--- src/rtl/cfp_pkg.sv ---
package cfp_pkg;
    typedef enum logic {
        DIR_SEND = 1'b0,
        DIR_RECV = 1'b1
    } dir_e;

    localparam int FLAG_W     = 5;
    localparam int FLG_ACTIVE = 0;
    localparam int FLG_EMPTY  = 1;
    localparam int FLG_AVAIL  = 2;
    localparam int FLG_HALF   = 3;
    localparam int FLG_FULL   = 4;
endpackage

--- src/rtl/cfp_ring.sv ---
// Circular word buffer: read pointer plus fill level. DEPTH must be a power of two.
module cfp_ring #(
    parameter int DEPTH = 16,
    parameter int W     = 32,
    localparam int PTR_W = $clog2(DEPTH),
    localparam int LVL_W = $clog2(DEPTH + 1)
) (
    input  logic             clk,
    input  logic             rst_n,
    input  logic             push,
    input  logic [W-1:0]     push_data,
    input  logic             pop,
    output logic [W-1:0]     head,
    output logic [LVL_W-1:0] level,
    output logic             full,
    output logic             empty
);
    typedef struct packed {
        logic [PTR_W-1:0] rd;
        logic [LVL_W-1:0] lvl;
    } ring_s;

    ring_s            r_q, r_d;
    logic [W-1:0]     mem [DEPTH];
    logic             do_push, do_pop;
    logic [PTR_W-1:0] wr_idx;

    assign full  = (r_q.lvl == LVL_W'(DEPTH));
    assign empty = (r_q.lvl == '0);
    assign level = r_q.lvl;
    assign head  = mem[r_q.rd];

    always_comb begin
        r_d     = r_q;
        do_push = push && !full;
        do_pop  = pop && !empty;
        wr_idx  = PTR_W'(r_q.rd + PTR_W'(r_q.lvl));
        if (do_pop) begin
            r_d.rd = r_q.rd + 1'b1;
        end
        case ({do_push, do_pop})
            2'b10:   r_d.lvl = r_q.lvl + 1'b1;
            2'b01:   r_d.lvl = r_q.lvl - 1'b1;
            default: r_d.lvl = r_q.lvl;
        endcase
    end

    always_ff @(posedge clk or negedge rst_n) begin
        if (!rst_n) r_q <= '0;
        else        r_q <= r_d;
    end

    always_ff @(posedge clk) begin
        if (do_push) mem[wr_idx] <= push_data;
    end

    // a push into a full buffer leaves the level unchanged
    a_r9_full_push_dropped: assert property (@(posedge clk) disable iff (!rst_n)
        (push && full && !pop) |=> (level == $past(level)));
    // the level never exceeds the depth
    a_r9_level_bound: assert property (@(posedge clk) disable iff (!rst_n)
        level <= LVL_W'(DEPTH));
endmodule

--- src/rtl/cfp_flags.sv ---
// Direction-qualified FIFO flags computed from the fill level.
module cfp_flags
    import cfp_pkg::*;
#(
    parameter int DEPTH = 16,
    localparam int LVL_W = $clog2(DEPTH + 1),
    localparam int HALF  = DEPTH / 2
) (
    input  logic             en,
    input  dir_e             dir,
    input  logic [LVL_W-1:0] level,
    output logic [FLAG_W-1:0] rx_flags,
    output logic [FLAG_W-1:0] tx_flags
);
    logic [FLAG_W-1:0] rx_raw, tx_raw;

    always_comb begin
        rx_raw = '0;
        tx_raw = '0;
        rx_raw[FLG_ACTIVE] = 1'b1;
        tx_raw[FLG_ACTIVE] = 1'b1;
        rx_raw[FLG_EMPTY]  = (level == '0);
        tx_raw[FLG_EMPTY]  = (level == '0);
        rx_raw[FLG_AVAIL]  = (level != '0);
        tx_raw[FLG_AVAIL]  = (level != '0);
        rx_raw[FLG_HALF]   = (level >= LVL_W'(HALF));
        tx_raw[FLG_HALF]   = (level <= LVL_W'(HALF));
        rx_raw[FLG_FULL]   = (level == LVL_W'(DEPTH));
        tx_raw[FLG_FULL]   = (level == LVL_W'(DEPTH));
        rx_flags = (en && dir == DIR_RECV) ? rx_raw : '0;
        tx_flags = (en && dir == DIR_SEND) ? tx_raw : '0;
    end
endmodule

--- src/rtl/cfp_engine.sv ---
// Byte-counting engine: packs card bytes into words or unpacks words into bytes.
module cfp_engine
    import cfp_pkg::*;
#(
    parameter int WORD_W = 32,
    parameter int CNT_W  = 16,
    localparam int BYTES  = WORD_W / 8,
    localparam int LANE_W = (BYTES > 1) ? $clog2(BYTES) : 1,
    localparam int REM_W  = $clog2(BYTES + 1)
) (
    input  logic              clk,
    input  logic              rst_n,
    input  logic              cfg_wr,
    input  logic              cfg_en,
    input  logic              cfg_dir,
    input  logic [CNT_W-1:0]  cfg_len,
    input  logic              rx_valid,
    input  logic [7:0]        rx_data,
    output logic              rx_ready,
    output logic              tx_valid,
    output logic [7:0]        tx_data,
    input  logic              tx_ready,
    input  logic              fifo_full,
    input  logic              fifo_empty,
    input  logic [WORD_W-1:0] fifo_head,
    output logic              push,
    output logic [WORD_W-1:0] push_word,
    output logic              pop,
    output logic              en,
    output dir_e              dir,
    output logic [CNT_W-1:0]  cnt,
    output logic              data_end,
    output logic              block_end
);
    typedef struct packed {
        logic              en;
        dir_e              dir;
        logic [CNT_W-1:0]  cnt;
        logic [WORD_W-1:0] acc;
        logic [LANE_W-1:0] lane;
        logic [WORD_W-1:0] hold;
        logic [REM_W-1:0]  rem;
        logic              dend;
        logic              bend;
    } eng_s;

    eng_s              s_q, s_d;
    logic              rx_fire, tx_fire, last_byte, cnt_nz;
    logic [WORD_W-1:0] word_ins;

    assign cnt_nz    = (s_q.cnt != '0);
    assign rx_ready  = s_q.en && (s_q.dir == DIR_RECV) && cnt_nz && !fifo_full;
    assign tx_valid  = s_q.en && (s_q.dir == DIR_SEND) && cnt_nz && (s_q.rem != '0);
    assign tx_data   = s_q.hold[7:0];
    assign rx_fire   = rx_valid && rx_ready;
    assign tx_fire   = tx_valid && tx_ready;
    assign word_ins  = s_q.acc | (WORD_W'(rx_data) << {s_q.lane, 3'b000});
    assign last_byte = (s_q.lane == LANE_W'(BYTES - 1)) || (s_q.cnt == CNT_W'(1));
    assign push      = rx_fire && last_byte;
    assign push_word = word_ins;
    assign pop       = s_q.en && (s_q.dir == DIR_SEND) && cnt_nz
                       && (s_q.rem == '0) && !fifo_empty;

    assign en        = s_q.en;
    assign dir       = s_q.dir;
    assign cnt       = s_q.cnt;
    assign data_end  = s_q.dend;
    assign block_end = s_q.bend;

    always_comb begin
        s_d = s_q;
        if (rx_fire) begin
            s_d.cnt = s_q.cnt - 1'b1;
            if (last_byte) begin
                s_d.acc  = '0;
                s_d.lane = '0;
            end else begin
                s_d.acc  = word_ins;
                s_d.lane = s_q.lane + 1'b1;
            end
        end
        if (tx_fire) begin
            s_d.cnt  = s_q.cnt - 1'b1;
            s_d.hold = s_q.hold >> 8;
            s_d.rem  = s_q.rem - 1'b1;
        end
        if (pop) begin
            s_d.hold = fifo_head;
            s_d.rem  = REM_W'(BYTES);
        end
        if (s_q.en && !cnt_nz) begin
            s_d.dend = 1'b1;
            s_d.bend = 1'b1;
            if (fifo_empty) s_d.en = 1'b0;
        end
        if (cfg_wr) begin
            s_d.en  = cfg_en;
            s_d.dir = dir_e'(cfg_dir);
            if (cfg_en) begin
                s_d.cnt  = cfg_len;
                s_d.acc  = '0;
                s_d.lane = '0;
                s_d.hold = '0;
                s_d.rem  = '0;
                s_d.dend = 1'b0;
                s_d.bend = 1'b0;
            end
        end
    end

    always_ff @(posedge clk or negedge rst_n) begin
        if (!rst_n) s_q <= '0;
        else        s_q <= s_d;
    end

    // every accepted card byte takes one off the counter
    a_r3_rx_count: assert property (@(posedge clk) disable iff (!rst_n)
        (rx_valid && rx_ready && !cfg_wr) |=> (cnt == $past(cnt) - 1'b1));
    // never push into a full FIFO
    a_r3_no_overflow: assert property (@(posedge clk) disable iff (!rst_n)
        push |-> !fifo_full);
    // every accepted outgoing byte takes one off the counter
    a_r5_tx_count: assert property (@(posedge clk) disable iff (!rst_n)
        (tx_valid && tx_ready && !cfg_wr) |=> (cnt == $past(cnt) - 1'b1));
    // a stalled byte stays on the port
    a_r5_tx_hold: assert property (@(posedge clk) disable iff (!rst_n)
        (tx_valid && !tx_ready && !cfg_wr) |=> (tx_valid && $stable(tx_data)));
    // end flags are sticky until a new enable
    a_r6_end_sticky: assert property (@(posedge clk) disable iff (!rst_n)
        (data_end && !cfg_wr) |=> data_end);
    // idle once the count is done and the FIFO is drained
    a_r7_auto_idle: assert property (@(posedge clk) disable iff (!rst_n)
        (en && cnt == '0 && fifo_empty && !cfg_wr) |=> !en);
endmodule

--- src/rtl/card_fifo_packer.sv ---
module card_fifo_packer
    import cfp_pkg::*;
#(
    parameter int DEPTH  = 16,
    parameter int WORD_W = 32,
    parameter int CNT_W  = 16,
    localparam int LVL_W = $clog2(DEPTH + 1)
) (
    input  logic              clk,
    input  logic              rst_n,
    input  logic              cfg_wr,
    input  logic              cfg_en,
    input  logic              cfg_dir,
    input  logic [CNT_W-1:0]  cfg_len,
    input  logic              host_push,
    input  logic [WORD_W-1:0] host_wdata,
    input  logic              host_pop,
    output logic [WORD_W-1:0] host_rdata,
    output logic              host_pop_err,
    input  logic              rx_valid,
    input  logic [7:0]        rx_data,
    output logic              rx_ready,
    output logic              tx_valid,
    output logic [7:0]        tx_data,
    input  logic              tx_ready,
    output logic              eng_en,
    output logic [CNT_W-1:0]  byte_cnt,
    output logic              data_end,
    output logic              block_end,
    output logic [FLAG_W-1:0] rx_flags,
    output logic [FLAG_W-1:0] tx_flags
);
    logic              eng_push, eng_pop, ring_push, ring_pop;
    logic              fifo_full, fifo_empty;
    logic [WORD_W-1:0] eng_word, ring_wdata, fifo_head;
    logic [LVL_W-1:0]  fifo_level;
    dir_e              eng_dir;
    logic              err_q, err_d;

    // Engine push takes the write port; host pops and engine pops share the read port.
    assign ring_push  = eng_push || host_push;
    assign ring_wdata = eng_push ? eng_word : host_wdata;
    assign ring_pop   = eng_pop || host_pop;
    assign host_rdata = fifo_empty ? '0 : fifo_head;
    assign err_d      = host_pop && fifo_empty;
    assign host_pop_err = err_q;

    always_ff @(posedge clk or negedge rst_n) begin
        if (!rst_n) err_q <= 1'b0;
        else        err_q <= err_d;
    end

    cfp_ring #(.DEPTH(DEPTH), .W(WORD_W)) u_ring (
        .clk       (clk),
        .rst_n     (rst_n),
        .push      (ring_push),
        .push_data (ring_wdata),
        .pop       (ring_pop),
        .head      (fifo_head),
        .level     (fifo_level),
        .full      (fifo_full),
        .empty     (fifo_empty)
    );

    cfp_engine #(.WORD_W(WORD_W), .CNT_W(CNT_W)) u_eng (
        .clk        (clk),
        .rst_n      (rst_n),
        .cfg_wr     (cfg_wr),
        .cfg_en     (cfg_en),
        .cfg_dir    (cfg_dir),
        .cfg_len    (cfg_len),
        .rx_valid   (rx_valid),
        .rx_data    (rx_data),
        .rx_ready   (rx_ready),
        .tx_valid   (tx_valid),
        .tx_data    (tx_data),
        .tx_ready   (tx_ready),
        .fifo_full  (fifo_full),
        .fifo_empty (fifo_empty),
        .fifo_head  (fifo_head),
        .push       (eng_push),
        .push_word  (eng_word),
        .pop        (eng_pop),
        .en         (eng_en),
        .dir        (eng_dir),
        .cnt        (byte_cnt),
        .data_end   (data_end),
        .block_end  (block_end)
    );

    cfp_flags #(.DEPTH(DEPTH)) u_flags (
        .en       (eng_en),
        .dir      (eng_dir),
        .level    (fifo_level),
        .rx_flags (rx_flags),
        .tx_flags (tx_flags)
    );

    // popping an empty FIFO is reported on the next cycle
    a_r10_pop_err: assert property (@(posedge clk) disable iff (!rst_n)
        (host_pop && host_rdata == '0 && rx_flags[FLG_EMPTY]) |=> host_pop_err);
    // a disabled engine reports no flags
    a_r8_idle_quiet: assert property (@(posedge clk) disable iff (!rst_n)
        !eng_en |-> (rx_flags == '0 && tx_flags == '0));
    // the two groups are never both active
    a_r8_one_group: assert property (@(posedge clk) disable iff (!rst_n)
        $onehot0({rx_flags[FLG_ACTIVE], tx_flags[FLG_ACTIVE]}));
endmodule

--- config.mk ---
export PLATFORM = sky130hd
export DESIGN_NAME = card_fifo_packer
export DESIGN_NICKNAME = d
export VERILOG_FILES = /design/src/rtl/cfp_pkg.sv /design/src/rtl/cfp_ring.sv /design/src/rtl/cfp_flags.sv /design/src/rtl/cfp_engine.sv /design/src/rtl/card_fifo_packer.sv
export SDC_FILE = /design/constraint.sdc
export NUM_CORES = 1
export LEC_CHECK = 0
export BUFFER_PORTS_ARGS = -buffer_cell sky130_fd_sc_hd__buf_2
export CAP_MARGIN = 40
export CELL_PAD_IN_SITES_DETAIL_PLACEMENT = 1
export CELL_PAD_IN_SITES_GLOBAL_PLACEMENT = 1
export CORE_MARGIN = 4
export CORE_UTILIZATION = 25
export CTS_BUF_LIST = sky130_fd_sc_hd__clkbuf_8 sky130_fd_sc_hd__clkbuf_16
export DETAILED_ROUTE_END_ITERATION = 16
export PLACE_DENSITY_LB_ADDON = 0.1
export SETUP_SLACK_MARGIN = 0.15
export SKIP_LAST_GASP = 1
export SLEW_MARGIN = 0
export SYNTH_ARGS = -nofsm -noshare
export SYNTH_HDL_FRONTEND = slang
export SYNTH_SLANG_ARGS = --single-unit
--- constraint.sdc ---
create_clock -name clk -period 15.5 [get_ports clk]
set_input_delay 4.65 -clock clk [delete_from_list [all_inputs] [get_ports clk]]
set_output_delay 4.65 -clock clk [all_outputs]
set_load 0.01 [all_outputs]
Yosys cells after proc, flatten, opt, wreduce, memory -nomap -nowiden
Memory sizes are Yosys's and may differ from the RTL's.
Cells that the tools add are included.
{ "word_totals": {"ff_bits": 99, "latchBits": 0, "ram_bits": 512, "mem_bits_ro": 0, "wordCells": 77, "mem_count": 1} }
{ "classes": {"add_sub_neg": 7, "n_mul": 0, "div": 0, "magnitude_cmp": 2, "eq_ne": 5, "shift": 1, "muxes": 17, "bitwise": 2, "reduce_logical": 30} }
{ "mem_list": {"columns": ["memory", "depth", "width", "rd", "rd_clocked_by_memory_dff", "write_ports", "line_no", "text"], "rows": [
  ["u_ring.mem", 16, 32, 1, 0, 1, "cfp_ring.sv:24", "logic [W-1:0] mem [DEPTH];"]
]} }
{ "ops": {"columns": ["cell", "count"], "rows": [
  ["89-bit 2-to-1 mux", 1],
  ["87-bit 2-to-1 mux", 1],
  ["35-bit 2-to-1 mux", 2],
  ["32-bit 2-to-1 mux", 2],
  ["50-bit 2-to-1 mux", 1],
  ["34-bit 2-to-1 mux", 1],
  ["32-bit bitwise OR", 1],
  ["8-bit by 5-bit left shift with 32-bit output", 1],
  ["16-bit by 1-bit == test with 1-bit output (second input constant)", 1],
  ["16-bit 2-to-1 mux", 1],
  ["16-bit nonzero test", 1],
  ["16-bit by 1-bit subtractor with 16-bit output (second input constant)", 1],
  ["1-bit logical AND", 15],
  ["5-bit 2-to-1 mux", 2],
  ["5-bit one-hot mux with 2 select lines", 1],
  ["2-bit nonzero test", 3],
  ["5-bit by 1-bit adder with 5-bit output (second input constant)", 1],
  ["5-bit == test (second input constant)", 1],
  ["5-bit by 4-bit greater-or-equal comparator with 1-bit output (second input constant)", 1],
  ["5-bit by 4-bit less-or-equal comparator with 1-bit output (second input constant)", 1],
  ["5-bit logical NOT", 1],
  ["5-bit nonzero test", 1],
  ["5-bit by 1-bit subtractor with 5-bit output (second input constant)", 1],
  ["4-bit by 1-bit adder with 4-bit output (second input constant)", 1],
  ["other kinds (13)", 21]
]} }

Logic depth before layout (Yosys ltp)
{ "logic_depth": {"depth_word": 9, "mapped_depth": 16, "ltp_nobuf": 15} }

Modules after synthesis
From an unflattened synthesis, not the netlist that was laid out.
{ "unflattened": {"cells_unflattened": 1620, "hier_area_um2": 26097.5} }
{ "modules_own_cells": {"columns": ["module", "n_inst", "cells_per_inst", "area_each_um2", "seq_area_each_um2"], "rows": [
  ["cfp_ring", 1, 1002, 20334.5, 15600.0],
  ["cfp_engine", 1, 526, 4840.9, 2227.1],
  ["card_fifo_packer", 1, 75, 820.8, 25.0],
  ["cfp_flags", 1, 17, 101.3, 0.0]
]} }

Least setup slack after synthesis
No wires, ideal clock.
{ "synth_timing": {"kind": "input -> register", "startpoint": "input rx_valid", "endpoint": "memory u_ring.mem[11][0] (enable)", "setup_ns": 0.513, "arrival_ns": 8.521, "t_required_ns": 14.987, "path_slack_ns": 6.467, "path_stages": 3, "n_path_buf": 0, "path_cell_list": "nor3b_4 a21oi_4 nor4b_1"} }
{ "synth_via": {"elab_chain_cells": 6} }
{ "synth_lines": {"columns": ["element", "line_no", "text"], "rows": [
  ["start, declared", "card_fifo_packer.sv:20", "input logic rx_valid,"],
  ["1-bit logical AND", "cfp_engine.sv:55", "assign rx_fire = rx_valid && rx_ready;"],
  ["1-bit logical AND", "cfp_engine.sv:59", "assign push = rx_fire && last_byte;"],
  ["1-bit logical OR", "card_fifo_packer.sv:41", "assign ring_push = eng_push || host_push;"],
  ["1-bit logical AND", "cfp_ring.sv:35", "do_push = push && !full;"],
  ["1-bit 2-to-1 mux", "cfp_ring.sv:54", "if (do_push) mem[wr_idx] <= push_data;"],
  ["1-bit 2-to-1 mux (implied by the code)", "cfp_ring.sv:54", null],
  ["end, declared", "cfp_ring.sv:24", null]
]} }
No other way between the ends.

Worst setup path in the final report
{ "layout_timing": {"startpoint": "register u_ring.r_q[5] in the netlist's numbering", "endpoint": "output host_rdata[19]"} }
{ "layout_via": {"elab_chain_cells": 2} }
{ "layout_lines": {"columns": ["element", "line_no", "text"], "rows": [
  ["start, declared", "cfp_ring.sv:23", "ring_s r_q, r_d;"],
  ["start signal, assigned", "cfp_ring.sv:50", "else r_q <= r_d;"],
  ["memory read 16 x 32 bit", null, null],
  ["32-bit 2-to-1 mux", "card_fifo_packer.sv:44", "assign host_rdata = fifo_empty ? '0 : fifo_head;"],
  ["end, declared", "card_fifo_packer.sv:18", "output logic [WORD_W-1:0] host_rdata,"]
]} }
No other way between the ends.

==> out/results.txt <==
Fin crit share - 56.6%
Post-CTS sizing - 0
Skew final - 28.8 ps
Peak Freq - 0.114 GHz
Cells after Synth - 1,428
Detail Route Antenna Nets - 0
Setup CP Type - reg2out
Placed cell area - 27,600 sq um
Slowest stage cell, crit path - dfrtp_4
Critical Path RT - 10,850 ps
Yosys top cell area share - 61.5%
Grt total ovfl - 0
Ys async rst share - 16.2%
Crit. End Element - output pin
DRT Pass-1 Iters - 5
CP top delay family - flip-flops
Global-route wire length before repair - 120 mm
Insertion delay to the later sink of the worst-skew pair - 620 ps
Synthesized area - 25,000 sq um
Initial antenna violation count - 1
Synth warn - 0
FF+latch count, synth - 611
Cell Rows - 115
Die span in x - 324 um
Final Util - 30.4%
Post-synth top flop - edfxtp_1
Critical Path Max Stage Delay - 930 ps
Reg clk slew, reported paths - 60 ps
Overall Power - 6.38 mW
Die H - 324 um
Post-CTS Setup Repair Bufs - 0
Worst-margin pin slew - 954 ps
Nets - 1,681
Clock sink count - 611
Final wirelength - 84.9 mm
CTS Buffer Depth - 3
Mapped Nets - 1,507
Finished Cell Area - 30,100 sq um
Fin cells - 2,948
Most frequent cell after synthesis - edfxtp_1
Initial drt markers - 892
WHS - 500 ps
EDFF count, synth - 512
Hold crit path type - reg2reg
Peak VDD IR - 0.152 mV
Antenna cells - 0
Number of placed I/O pins - 137
Worst Path Max Fanout - 97
GPL Wtd Cong - 0.687
Initial core utilization - 25.3%
H-tree lvl count - 3
Hold buffer count at cts - 0
Final worst slack - 6730 ps
Vias in the first global route - 15,423
Cts bufs inserted - 73
Pwr dens - 212 nW/um^2
CTS tree - yes
Leading area contributor after synthesis - edfxtp_1
Clock root buffer - clkbuf_16
Slew headroom - 36.4%
Main area contributors after synthesis - edfxtp_1 62%, mux4_2 12%, dfrtp_1 9.9%
# setup viols final - 0
Port Buffers - 136
RSZ-0062 raised after global routing - no
CP Buf/Inv Count - 2
Minimum clock period - 8770 ps
Setup WS pre-CTS - 7220 ps
Vias per cell - 4.81
Seq/Total Area, Yosys - 71.4%
Final Slew Violations - 0
Post-synth cell types - 73
Die area - 105,000 sq um
DRC viols - 0
Layout cell share with drive strength beyond 1 - 30.5%
Setup TNS - 0 ps
Vias post-DR - 14,183
Post-Place Cells - 2,813
Largest net degree at the start of global routing - 98
Overall Global Routing Usage - 16.2%
Crit path launch type - flop
Avg WL per Cell - 28.8 um
Post-synth top cells - 512 x edfxtp_1, 137 x a21oi_1, 128 x mux4_2
Core area - 98,900 sq um
Final HPWL DP - 49.4 mm
Leakage - 10.4 nW
# Max-Cap Violations - 0
Worst path cell trace - buf_12 -> mux4_2 -> a22o_1 -> a221oi_1 -> nor2_1 -> buf_2
Syn Area/Cell - 17.5 sq um
Status - complete, no violations
Synth-to-Final Area Change - 20.3%
Final Hold Viols - 0
Worst Path Arrival - 4120 ps
report_power, final:
group / internal (mW) / switching, mW / total [mW]
Clock: 1.04 / 0.703 / 1.74
Sequential: 2.25 / 0.221 / 2.47
Combinational: 0.809 / 1.36 / 2.17
Total: 4.10 / 2.28 / 6.38
path summary, 6_finish.rpt:
check	slack, ps	start	depth (start not counted)	end
setup / recovery	6730	u_ring.r_q[5]	6	host_rdata[19]
hold / removal	500	u_eng.s_q[57]	2	u_eng.s_q[57]
setup reg to reg	11340	u_eng.cnt[2]	6	u_ring.mem[14][19]
hold reg to reg	500	u_eng.s_q[57]	2	u_eng.s_q[57]
max in group asynchronous	9810	rst_n	3	u_eng.s_q[31]
min in group asynchronous	4010	rst_n	1	u_eng.cnt[11]
metal layers:
| layer | track usage, % | vias to the layer above | routed length, um |
|---|---|---|---|
| li1 | - | 6103 | - |
| met1 | 21.6 | 7753 | 37700 |
| met2 | 28.3 | 238 | 43100 |
| met3 | 2.18 | 89 | 2510 |
| met4 | 3.61 | 0 | 1590 |
| met5 | 0 | - | 0 |
tightest hold or removal path: cells and delay by family, from the launching register on:
family | cells | cell delay, ps
simple gates | 1 | 70
compound gates | 1 | 40
flops | 1 | 340
cell type report:
type,count,area (sq um)
clock buffers,78,1910
clock inverters,56,520
fillers,10092,68800
inverters,12,45.0
multi-input cells,687,6650
flip-flops and latches,611,17900
well taps,1287,1610
repair buffers,217,1490
sequential cells by signal, indices dropped and copies added (netlist names):
register,cells
u_eng.tx_data,8
u_eng.cnt,16
u_eng.block_end,1
u_eng.s_q,61
u_eng.en,1
u_ring.r_q,4
u_ring.level,5
u_eng.data_end,1
host_pop_err,1
u_eng.dir,1
u_ring.mem,512
cells in the final DEF (no fill, tap or decap), types with 12 or more instances in the layout:
| cell | instances |
|---|---|
| a21oi_1 | 127 |
| inv_1 | 23 |
| dfrtp_1 | 97 |
| clkinv_1 | 18 |
| o22ai_1 | 25 |
| a221oi_1 | 33 |
| buf_4 | 60 |
| clkbuf_16 | 74 |
| nand2_1 | 29 |
| mux2i_1 | 24 |
| edfxtp_1 | 512 |
| xnor2_1 | 12 |
| ha_1 | 13 |
| o21ai_0 | 12 |
| mux4_2 | 128 |
| a22o_1 | 33 |
| clkinv_2 | 12 |
| buf_2 | 139 |
| nor2_1 | 98 |
cell families (layout without fill, tap and decap cells):
kind of cell	after synthesis	after routing	synth area share, %
multiplexers	155	155	12.6
flip-flops	611	611	71.4
AND/OR/NAND/NOR	207	207	4.15
XOR/XNOR	20	20	0.701
AO/OA/AOI/OAI	291	291	7.67
buffers and inverters	130	363	2.69
adder cells (fa/ha/maj)	14	14	0.731
Power figures use the tool's default switching activity.
